### src/rtl/dws_pkg.sv
package dws_pkg;

    typedef enum logic [1:0] {
        ST_IDLE,
        ST_SETUP,
        ST_PULSE,
        ST_HOLD
    } dws_state_e;

    // Rounded-up cycle count for a nanosecond minimum, never below one.
    function automatic int unsigned ns_to_cyc(input int unsigned ns, input int unsigned period_ps);
        int unsigned c;
        c = (ns * 1000 + period_ps - 1) / period_ps;
        if (c < 1) c = 1;
        return c;
    endfunction

    function automatic int unsigned max2(input int unsigned a, input int unsigned b);
        return (a > b) ? a : b;
    endfunction

    // Setup must satisfy strobe and select leads; data lead is shared with the pulse.
    function automatic int unsigned setup_cyc(input int unsigned cs_c, input int unsigned sel_c,
                                              input int unsigned dat_c, input int unsigned pw_c);
        int unsigned dat_rest;
        dat_rest = (dat_c > pw_c) ? dat_c - pw_c : 1;
        return max2(max2(cs_c, sel_c), max2(dat_rest, 1));
    endfunction

    function automatic int unsigned cnt_width(input int unsigned max_val);
        return max2(1, $clog2(max_val));
    endfunction

endpackage

### src/rtl/dws_delay_cnt.sv
module dws_delay_cnt #(
    parameter int unsigned CNT_W = 5
) (
    input  logic             clk,
    input  logic             rst_n,
    input  logic             load,
    input  logic [CNT_W-1:0] load_val,
    output logic             expired
);

    typedef struct packed {
        logic [CNT_W-1:0] cnt;
    } cnt_s;

    cnt_s r_d, r_q;

    always_comb begin
        r_d = r_q;
        if (load) begin
            r_d.cnt = load_val;
        end else if (r_q.cnt != '0) begin
            r_d.cnt = r_q.cnt - 1'b1;
        end
    end

    always_ff @(posedge clk) begin
        if (!rst_n) begin
            r_q <= '0;
        end else begin
            r_q <= r_d;
        end
    end

    assign expired = (r_q.cnt == '0);

endmodule

### src/rtl/dws_bus_hold.sv
module dws_bus_hold #(
    parameter int unsigned DATA_W = 8
) (
    input  logic              clk,
    input  logic              rst_n,
    input  logic              capture,
    input  logic              req_chan,
    input  logic [DATA_W-1:0] req_data,
    input  logic              cs_n,
    output logic              chan_sel,
    output logic [DATA_W-1:0] bus_data
);

    typedef struct packed {
        logic              sel;
        logic [DATA_W-1:0] data;
    } bus_s;

    bus_s r_d, r_q;

    always_comb begin
        r_d = r_q;
        if (capture) begin
            r_d.sel  = req_chan;
            r_d.data = req_data;
        end
    end

    always_ff @(posedge clk) begin
        if (!rst_n) begin
            r_q <= '0;
        end else begin
            r_q <= r_d;
        end
    end

    assign chan_sel = r_q.sel;
    assign bus_data = r_q.data;

    AST_BUS_FROZEN_UNDER_CS: assert property (@(posedge clk) disable iff (!rst_n)
        (!cs_n && $past(!cs_n)) |-> ($stable(bus_data) && $stable(chan_sel)));

endmodule

### src/rtl/dws_fsm.sv
module dws_fsm
    import dws_pkg::*;
#(
    parameter int unsigned CNT_W     = 5,
    parameter int unsigned SETUP_CYC = 23,
    parameter int unsigned PULSE_CYC = 23
) (
    input  logic             clk,
    input  logic             rst_n,
    input  logic             req_valid,
    input  logic             cnt_expired,
    output logic             accept,
    output logic             cnt_load,
    output logic [CNT_W-1:0] cnt_val,
    output logic             cs_n,
    output logic             wr_n,
    output logic             busy,
    output logic             done
);

    localparam logic [CNT_W-1:0] SETUP_M1 = CNT_W'(SETUP_CYC - 1);
    localparam logic [CNT_W-1:0] PULSE_M1 = CNT_W'(PULSE_CYC - 1);

    typedef struct packed {
        dws_state_e state;
        logic       cs_n;
        logic       wr_n;
        logic       busy;
        logic       done;
    } seq_s;

    seq_s s_d, s_q;

    always_comb begin
        s_d      = s_q;
        s_d.done = 1'b0;
        accept   = 1'b0;
        cnt_load = 1'b0;
        cnt_val  = '0;
        case (s_q.state)
            ST_IDLE: begin
                if (req_valid) begin
                    accept    = 1'b1;
                    cnt_load  = 1'b1;
                    cnt_val   = SETUP_M1;
                    s_d.state = ST_SETUP;
                    s_d.cs_n  = 1'b0;
                    s_d.busy  = 1'b1;
                end
            end
            ST_SETUP: begin
                if (cnt_expired) begin
                    cnt_load  = 1'b1;
                    cnt_val   = PULSE_M1;
                    s_d.state = ST_PULSE;
                    s_d.wr_n  = 1'b0;
                end
            end
            ST_PULSE: begin
                if (cnt_expired) begin
                    s_d.state = ST_HOLD;
                    s_d.wr_n  = 1'b1;
                end
            end
            ST_HOLD: begin
                s_d.state = ST_IDLE;
                s_d.cs_n  = 1'b1;
                s_d.busy  = 1'b0;
                s_d.done  = 1'b1;
            end
            default: begin
                s_d.state = ST_IDLE;
                s_d.cs_n  = 1'b1;
                s_d.wr_n  = 1'b1;
                s_d.busy  = 1'b0;
            end
        endcase
    end

    always_ff @(posedge clk) begin
        if (!rst_n) begin
            s_q.state <= ST_IDLE;
            s_q.cs_n  <= 1'b1;
            s_q.wr_n  <= 1'b1;
            s_q.busy  <= 1'b0;
            s_q.done  <= 1'b0;
        end else begin
            s_q <= s_d;
        end
    end

    assign cs_n = s_q.cs_n;
    assign wr_n = s_q.wr_n;
    assign busy = s_q.busy;
    assign done = s_q.done;

    AST_WR_INSIDE_CS: assert property (@(posedge clk) disable iff (!rst_n)
        !wr_n |-> !cs_n);
    AST_CS_RELEASE_AFTER_WR: assert property (@(posedge clk) disable iff (!rst_n)
        $rose(wr_n) |=> $rose(cs_n));
    AST_DONE_SINGLE_PULSE: assert property (@(posedge clk) disable iff (!rst_n)
        done |=> !done);
    AST_NO_START_WHILE_BUSY: assert property (@(posedge clk) disable iff (!rst_n)
        $fell(cs_n) |-> $past(!busy));

endmodule

### src/rtl/dac_wr_seq.sv
module dac_wr_seq
    import dws_pkg::*;
#(
    parameter int unsigned DATA_W         = 8,
    parameter int unsigned CLK_PERIOD_PS  = 4000,
    parameter int unsigned HIGH_SUPPLY    = 0,
    parameter int unsigned LO_CS_SU_NS    = 90,
    parameter int unsigned HI_CS_SU_NS    = 60,
    parameter int unsigned LO_SEL_SU_NS   = 90,
    parameter int unsigned HI_SEL_SU_NS   = 60,
    parameter int unsigned LO_DATA_SU_NS  = 80,
    parameter int unsigned HI_DATA_SU_NS  = 30,
    parameter int unsigned LO_WR_PW_NS    = 90,
    parameter int unsigned HI_WR_PW_NS    = 60
) (
    input  logic              clk,
    input  logic              rst_n,
    input  logic              req_valid,
    input  logic              req_chan,
    input  logic [DATA_W-1:0] req_data,
    output logic              req_busy,
    output logic              req_done,
    output logic              dac_cs_n,
    output logic              dac_wr_n,
    output logic              dac_sel,
    output logic [DATA_W-1:0] dac_data
);

    localparam bit          FAST      = (HIGH_SUPPLY != 0);
    localparam int unsigned CS_CYC    = ns_to_cyc(FAST ? HI_CS_SU_NS   : LO_CS_SU_NS,   CLK_PERIOD_PS);
    localparam int unsigned SEL_CYC   = ns_to_cyc(FAST ? HI_SEL_SU_NS  : LO_SEL_SU_NS,  CLK_PERIOD_PS);
    localparam int unsigned DATA_CYC  = ns_to_cyc(FAST ? HI_DATA_SU_NS : LO_DATA_SU_NS, CLK_PERIOD_PS);
    localparam int unsigned PULSE_CYC = ns_to_cyc(FAST ? HI_WR_PW_NS   : LO_WR_PW_NS,   CLK_PERIOD_PS);
    localparam int unsigned SETUP_CYC = setup_cyc(CS_CYC, SEL_CYC, DATA_CYC, PULSE_CYC);
    localparam int unsigned CNT_W     = cnt_width(max2(SETUP_CYC, PULSE_CYC));
    localparam int unsigned CHK_W     = CNT_W + 1;

    logic             accept;
    logic             cnt_load;
    logic [CNT_W-1:0] cnt_val;
    logic             cnt_expired;
    logic             cs_n_w;
    logic             wr_n_w;

    dws_fsm #(
        .CNT_W     (CNT_W),
        .SETUP_CYC (SETUP_CYC),
        .PULSE_CYC (PULSE_CYC)
    ) i_fsm (
        .clk         (clk),
        .rst_n       (rst_n),
        .req_valid   (req_valid),
        .cnt_expired (cnt_expired),
        .accept      (accept),
        .cnt_load    (cnt_load),
        .cnt_val     (cnt_val),
        .cs_n        (cs_n_w),
        .wr_n        (wr_n_w),
        .busy        (req_busy),
        .done        (req_done)
    );

    dws_delay_cnt #(
        .CNT_W (CNT_W)
    ) i_cnt (
        .clk      (clk),
        .rst_n    (rst_n),
        .load     (cnt_load),
        .load_val (cnt_val),
        .expired  (cnt_expired)
    );

    dws_bus_hold #(
        .DATA_W (DATA_W)
    ) i_bus (
        .clk      (clk),
        .rst_n    (rst_n),
        .capture  (accept),
        .req_chan (req_chan),
        .req_data (req_data),
        .cs_n     (cs_n_w),
        .chan_sel (dac_sel),
        .bus_data (dac_data)
    );

    assign dac_cs_n = cs_n_w;
    assign dac_wr_n = wr_n_w;

    // Window counters for the timing checks on the strobe pins.
    localparam logic [CHK_W-1:0] SETUP_L = CHK_W'(SETUP_CYC);
    localparam logic [CHK_W-1:0] PULSE_L = CHK_W'(PULSE_CYC);

    logic [CHK_W-1:0] lead_q;
    logic [CHK_W-1:0] wlow_q;

    always_ff @(posedge clk) begin
        if (!rst_n) begin
            lead_q <= '0;
            wlow_q <= '0;
        end else begin
            if (cs_n_w)      lead_q <= '0;
            else if (wr_n_w) lead_q <= lead_q + 1'b1;
            if (wr_n_w)      wlow_q <= '0;
            else             wlow_q <= wlow_q + 1'b1;
        end
    end

    AST_SETUP_WINDOW: assert property (@(posedge clk) disable iff (!rst_n)
        $fell(dac_wr_n) |-> (lead_q >= SETUP_L));
    AST_PULSE_WIDTH: assert property (@(posedge clk) disable iff (!rst_n)
        $rose(dac_wr_n) |-> (wlow_q == PULSE_L));

endmodule

### config.mk
export PLATFORM = sky130hd
export DESIGN_NAME = dac_wr_seq
export DESIGN_NICKNAME = d
export VERILOG_FILES = /design/src/rtl/dws_pkg.sv /design/src/rtl/dws_delay_cnt.sv /design/src/rtl/dws_bus_hold.sv /design/src/rtl/dws_fsm.sv /design/src/rtl/dac_wr_seq.sv
export SDC_FILE = /design/constraint.sdc
export NUM_CORES = 1
export LEC_CHECK = 0
export CORE_ASPECT_RATIO = 1.1
export CORE_UTILIZATION = 43
export CTS_CLUSTER_DIAMETER = 120
export DETAILED_ROUTE_END_ITERATION = 8
export GPL_ROUTABILITY_DRIVEN = 0
export PLACE_DENSITY_LB_ADDON = 0.15
export SYNTH_ARGS = -nofsm -noshare
export SYNTH_HDL_FRONTEND = slang
export SYNTH_HIERARCHICAL = 1
export SYNTH_SLANG_ARGS = --single-unit
### constraint.sdc
create_clock -name clk -period 1.7 [get_ports clk]
set_input_delay 0.51 -clock clk [delete_from_list [all_inputs] [get_ports clk]]
set_output_delay 0.51 -clock clk [all_outputs]
set_load 0.005 [all_outputs]
==> results.yml, run 1 <==
clocking:
  htree_num_levels: 1
  insertion_delay_ps: 310
  clkTransAtPathRegs_ps: 110
  cts_root_buf: "clkbuf_4"
  numClockSinks: 20
  hold_buffers: 0
  clockBufferDepth: 2
  cts_tree: "yes"
  cts_buffers: 3
cells_and_area:
  antenna_cells: 0
  final_cell_mix: "dfxtp_2 (13), clkdlybuf4s50_1 (13), mux2i_1 (11), dlymetal6s2s_1 (11), nand2_1 (10)"
  syn_to_final_growth_pct: 38.8
  ff_latch_area_um2: 420
  final_core_util_pct: 63.2
  n_fill_cell: 194
  layout-drive-gt1-share_pct: 24.6
  multi_input_area_um2: 537
  nets: 154
  stdcell_count: 164
timing:
  finalCritPeriodShare_pct: 96.3
  rsz0062_at_grt: "no"
  hold_violations: 0
  drv_slew: 0
  fin_ws_ps: 63.1
  setup_violations: 0
  whs_ps: 468
  finClkSkew_ps: 8.23
  period_needed_ps: 1640
  fmax_ghz: 0.611
drt:
  drtPass1Iterations: 4
  wl_met3_um: 74
  antenna_left: 0
  wl_met1_um: 879
  drc: 0
  top_layer_used: "met4"
  first_iter_violations: 9
  vias: 805
  wl_met2_um: 929
  wl_per_cell_um: 11.7
  wl_um: 1920
  via_per_inst: 4.91
worst_setup_path:
  cp-start-kind: "flop"
  critPathBufInv: 1
  crit_type: "reg -> out"
  cp.required_ps: 1190
  path_cells: "clkdlybuf4s50_1"
  worst_path_dominant_cell_family: "buffers and inverters"
  startpoint: "i_fsm/wr_n"
  slowest_stage: "clkdlybuf4s50_1"
  r2r_start: "i_fsm/s_q[4]"
  arrival_ps: 1130
  critical_path.max_stage_delay_ps: 490
  crit_fanout: 2
  end_kind: "primary output"
power_and_ir_drop:
  netSwitchingPower_w: 0.000736
  pwr-share-comb_pct: 47.4
  sw_frac_of_total_pct: 34.6
  internal-power_w: 0.00139
  ir_worst_vdd_v: 0.000860
  p_leak_nw: 0.730
  p_seq_share_pct: 34.4
  power_density_nw_per_um2: 1510
  pwr-share-clk_pct: 18.2
die:
  die_y_um: 53.0
  io_pins: 25
  die_x_um: 48.3
  initial_utilization_pct: 45.6
  core_area_um2: 2230
  rows: 18
  die-area_um2: 2560
global_routing:
  grt_pass1_wl_um: 3210
  grt_usage_pct: 17.0
  grt.overflow.total: 0
  grt_max_degree: 26
  grt_pass1_vias: 754
  antenna_found_initial: 0
worst_hold_path:
  min_path_type: "reg -> reg"
  hold_start: "i_fsm/wr_n"
yosys:
  ys_ff_latch: 20
  syn_inst: 107
  synth_seq_area_share_pct: 39.4
  synthDistinctLibCells: 28
  yosysWarnings: 6
  synth_area_um2: 1020
  postSynthAreaPerCell_um2: 9.50
flow_run:
  drv_cap: 0
status:
  status: "finished, final reports clean"
placed_design:
  dp_slack_ps: -150
  dpl.hpwl_um: 1350
  dpl.cell_count: 159
  port_buffers: 24
-- synthesized netlist by cell type --
library cell   n  area (um2)
dfxtp_1       20         400
mux2i_1       11         110
nand2_1       10        37.5
nor2b_1        9        56.3
inv_1          8        30.0
ha_1           7        87.6
nand3_1        7        35.0
buf_4          5        37.5
a21oi_1        3        15.0
buf_6          3        33.8
nor2_1         3        11.3
and2_1         2        12.5
nand4_1        2        12.5
o211ai_1       2        15.0
o311ai_0       2        17.5
conb_1         1        3.75
inv_2          1        3.75
nand2b_2       1        8.76
nor3_1         1        5.00
nor4b_4        1        23.8
o2111ai_1      1        8.76
o21ai_0        1        5.00
o21ai_1        1        5.00
o21ai_2        1        8.76
o22ai_1        1        6.26
o41ai_1        1        8.76
or4_1          1        7.51
xnor2_1        1        8.76
-- power groups by stage --
stage / clock network, W / logic [W] / registers, W
finish: 0.000387 / 0.00101 / 0.000732
global route: 0.000419 / 0.00113 / 0.000751
CTS: 0.000399 / 0.000963 / 0.000714
global placement: 0 / 0.000940 / 0.000713
detailed placement: 0 / 0.000959 / 0.000718
floorplan: 0 / 0.000710 / 0.000706
-- per-layer routing --
metal / GRT usage [%] / vias to the layer above
li1: - / 413
met1: 18.9 / 371
met2: 28.9 / 16
met3: 6.32 / 5
met4: 8.82 / 0
met5: 0 / -
-- per-stage QoR --
stage | power [W] | cell area, um2 | setup TNS [ps]
CTS | 0.00208 | 1340 | 0
global route | 0.00230 | 1410 | 0
floorplan | 0.00142 | 1030 | 0
detailed placement | 0.00168 | 1280 | -484
global placement | 0.00165 | 1280 | -170
finish | 0.00213 | 1410 | 0
-- worst paths after layout --
path                                endpoint  slack, ps  cells past startpoint
worst min-delay path              i_fsm/wr_n        470                      2
worst min register to register    i_fsm/wr_n        470                      2
worst max-delay path                dac_wr_n         60                      1
worst max register to register  i_cnt/r_q[0]        110                      8
-- registers in the layout, indices dropped and copies added (netlist names) --
signal          count
i_fsm/done          1
i_fsm/cs_n          1
i_fsm/busy          1
i_bus/chan_sel      1
i_bus/bus_data      8
i_fsm/wr_n          1
i_fsm/s_q           2
i_cnt/r_q           5
-- final cells by class --
type	count	share of cell area, %
Sequential cell	20	29.8
Multi-Input combinational cell	71	38.1
Clock inverter	1	2.13
Inverter	9	2.40
Clock buffer	3	1.60
Timing Repair Buffer	30	23.3
Tap cell	30	2.66
-- worst register-to-register path, stage by stage (launching register included) --
cell and delay [ps]:
dfxtp_4 390, inv_1 70, ha_2 210, o211ai_1 180, nand2_1 100, buf_6 140, inv_2 80, nand2_1 60
o311ai_0 250
-- cells by family (layout without fill, tap and decap cells) --
family | Yosys count | after routing | synth area share [%]
buffers and inverters | 17 | 43 | 10.3
adder cells (fa/ha/maj) | 7 | 7 | 8.62
XOR/XNOR | 1 | 1 | 0.862
AO/OA/AOI/OAI | 13 | 13 | 8.87
multiplexers | 11 | 11 | 10.8
other | 1 | 2 | 0.369
flip-flops | 20 | 20 | 39.4
AND/OR/NAND/NOR | 37 | 37 | 20.7
-- timing repair --
| action | 4_1_cts | 5_1_grt |
|---|---|---|
| resized for setup | 1 | 28 |
| endpoints found under the setup margin | 1 | 17 |
| setup buffers | 0 | 1 |
| pin swaps | 0 | 1 |
(Power assumes the default switching activity.)
==> run 2: changes to the inputs <==
CORE_MARGIN = 2   (was unset)
PLACE_DENSITY = 0.77   (was unset)
PLACE_DENSITY_LB_ADDON = unset   (was 0.15)
==> results.yml, run 2 (synthesis gave the netlist of run 1 again) <==
status:
  status: "finished, final reports clean"
timing:
  drv_slew: 0
  fin_ws_ps: 54.1
  finalCritPeriodShare_pct: 96.8
  fmax_ghz: 0.608
  finClkSkew_ps: 3.40
  setup_violations: 0
  tns_ps: 0
  period_needed_ps: 1650
  hold_violations: 0
global_routing:
  antenna_found_initial: 0
  grt_pass1_wl_um: 3020
  grt_max_degree: 26
  grt_pass1_vias: 720
  grt_usage_pct: 14.3
  grt.overflow.total: 0
cells_and_area:
  final_common_cell: "clkdlybuf4s50_1"
  final_area_um2: 1410
  final_core_util_pct: 62.7
  syn_to_final_growth_pct: 38.9
  nets: 157
  stdcell_count: 167
  final_cell_mix: "clkdlybuf4s50_1 (19), dfxtp_2 (14), mux2i_1 (11), nand2_1 (10), nor2b_1 (9)"
  antenna_cells: 0
  largest_reg_flops: 8
  n_fill_cell: 183
  layout-drive-gt1-share_pct: 26.3
worst_setup_path:
  end_kind: "primary output"
  crit_fanout: 2
  ff2ff_setup_slack_ps: 80
  worst_path_dominant_cell_family: "buffers and inverters"
  r2r_start: "i_fsm/s_q[4]"
  slowest_stage: "clkdlybuf4s50_1"
  cp-start-kind: "flop"
  crit_type: "reg -> out"
  reg2reg_to: "i_cnt/r_q[1]"
  critical_path.max_stage_delay_ps: 490
  critPathCapture: "dac_data[0]"
  rr_worst_depth: 6
  cp.depth: 1
  cp.required_ps: 1190
  arrival_ps: 1140
  path_cells: "clkdlybuf4s50_1"
  startpoint: "i_bus/bus_data[0]"
  critPathBufInv: 1
clocking:
  htree_num_levels: 1
  cts_root_buf: "clkbuf_4"
  clkTransAtPathRegs_ps: 120
  numClockSinks: 20
  cts_buffers: 3
  insertion_delay_ps: 300
  clockBufferDepth: 2
  cts_tree: "yes"
drt:
  via_per_inst: 4.93
  wl_per_cell_um: 11.9
  first_iter_violations: 23
  wl_um: 1980
  antenna_left: 0
  drc: 0
  vias: 824
  drtPass1Iterations: 4
worst_hold_path:
  min_path_type: "reg -> reg"
  hold_start: "i_fsm/wr_n"
die:
  die_x_um: 50.3
  io_pins: 25
  core_area_um2: 2250
  initial_utilization_pct: 45.1
  die-area_um2: 2770
  rows: 18
  die_y_um: 55.0
flow_run:
  drv_cap: 0
placed_design:
  dpl.cell_count: 159
  dp_slack_ps: -196
  dpl_cell_area_um2: 1280
  dpl.hpwl_um: 1420
  port_buffers: 24
power_and_ir_drop:
  power_density_nw_per_um2: 1550
  p_leak_nw: 0.655
  ir_worst_vdd_v: 0.00116
run 2: cell count changes in the layout (fill, tap and decap cells not counted):
cell | before | now
dlymetal6s2s_1 | 11 | 5
buf_4 | 4 | 7
o41ai_1 | 0 | 1
o41ai_2 | 1 | 0
clkdlybuf4s50_1 | 13 | 19
dfxtp_2 | 13 | 14
o311ai_1 | 0 | 1
dfxtp_1 | 6 | 5
o311ai_0 | 2 | 1
run 2: layer usage:
layer	vias up	global-route usage, %	wire (um)
met5	-	0	0
met4	0	5.41	10
met3	2	2.96	53
met2	16	24.1	1030
met1	386	18.2	889
li1	420	-	-
run 2: how the worst min path moves through the flow:
stage / slack (ps) / cells past startpoint / to
floorplan: 460 / 2 / i_fsm/wr_n
global placement: 450 / 2 / i_fsm/wr_n
detailed placement: 460 / 2 / i_fsm/wr_n
CTS: 490 / 2 / i_fsm/wr_n
global route: 510 / 2 / i_fsm/s_q[5]
finish: 470 / 2 / i_fsm/wr_n
run 2: metrics by stage:
| step | total power (W) | hold WS (ps) |
|---|---|---|
| floorplan | 0.00142 | 459 |
| global placement | 0.00165 | 450 |
| global route | 0.00235 | 506 |
| detailed placement | 0.00168 | 459 |
| CTS | 0.00207 | 487 |
| finish | 0.00218 | 473 |
run 2: worst min-delay path, cell delays in order (launching register included):
cell     delay, ps
dfxtp_2        340
nand2_1         40
nand3_1         60
run 2: final cells by class:
cell class,count,area (um2),area share (%)
inverters,9,33.8,2.39
multi-input cells,71,529,37.5
repair buffers,33,337,23.8
clock inverters,1,30.0,2.13
flip-flops and latches,20,422,29.9
well taps,30,37.5,2.66
clock buffers,3,22.5,1.60
run 2: repair_timing:
item	in CTS	in global routing
setup buffers	0	4
pin swaps	0	3
resized for setup	1	23
hold buffers	0	0
endpoints found under the setup margin	1	17
run 2: where the power goes:
group	internal (W)	switching (W)
Clock	0.000238	0.000150
Combinational	0.000580	0.000492
Sequential	0.000621	0.000103
==> run 3: changes to the inputs <==
CAP_MARGIN = 15   (was unset)
CTS_CLUSTER_DIAMETER = unset   (was 120)
==> results of run 3 <==
The final DEF is identical to that of run 2; final timing and power are the same.
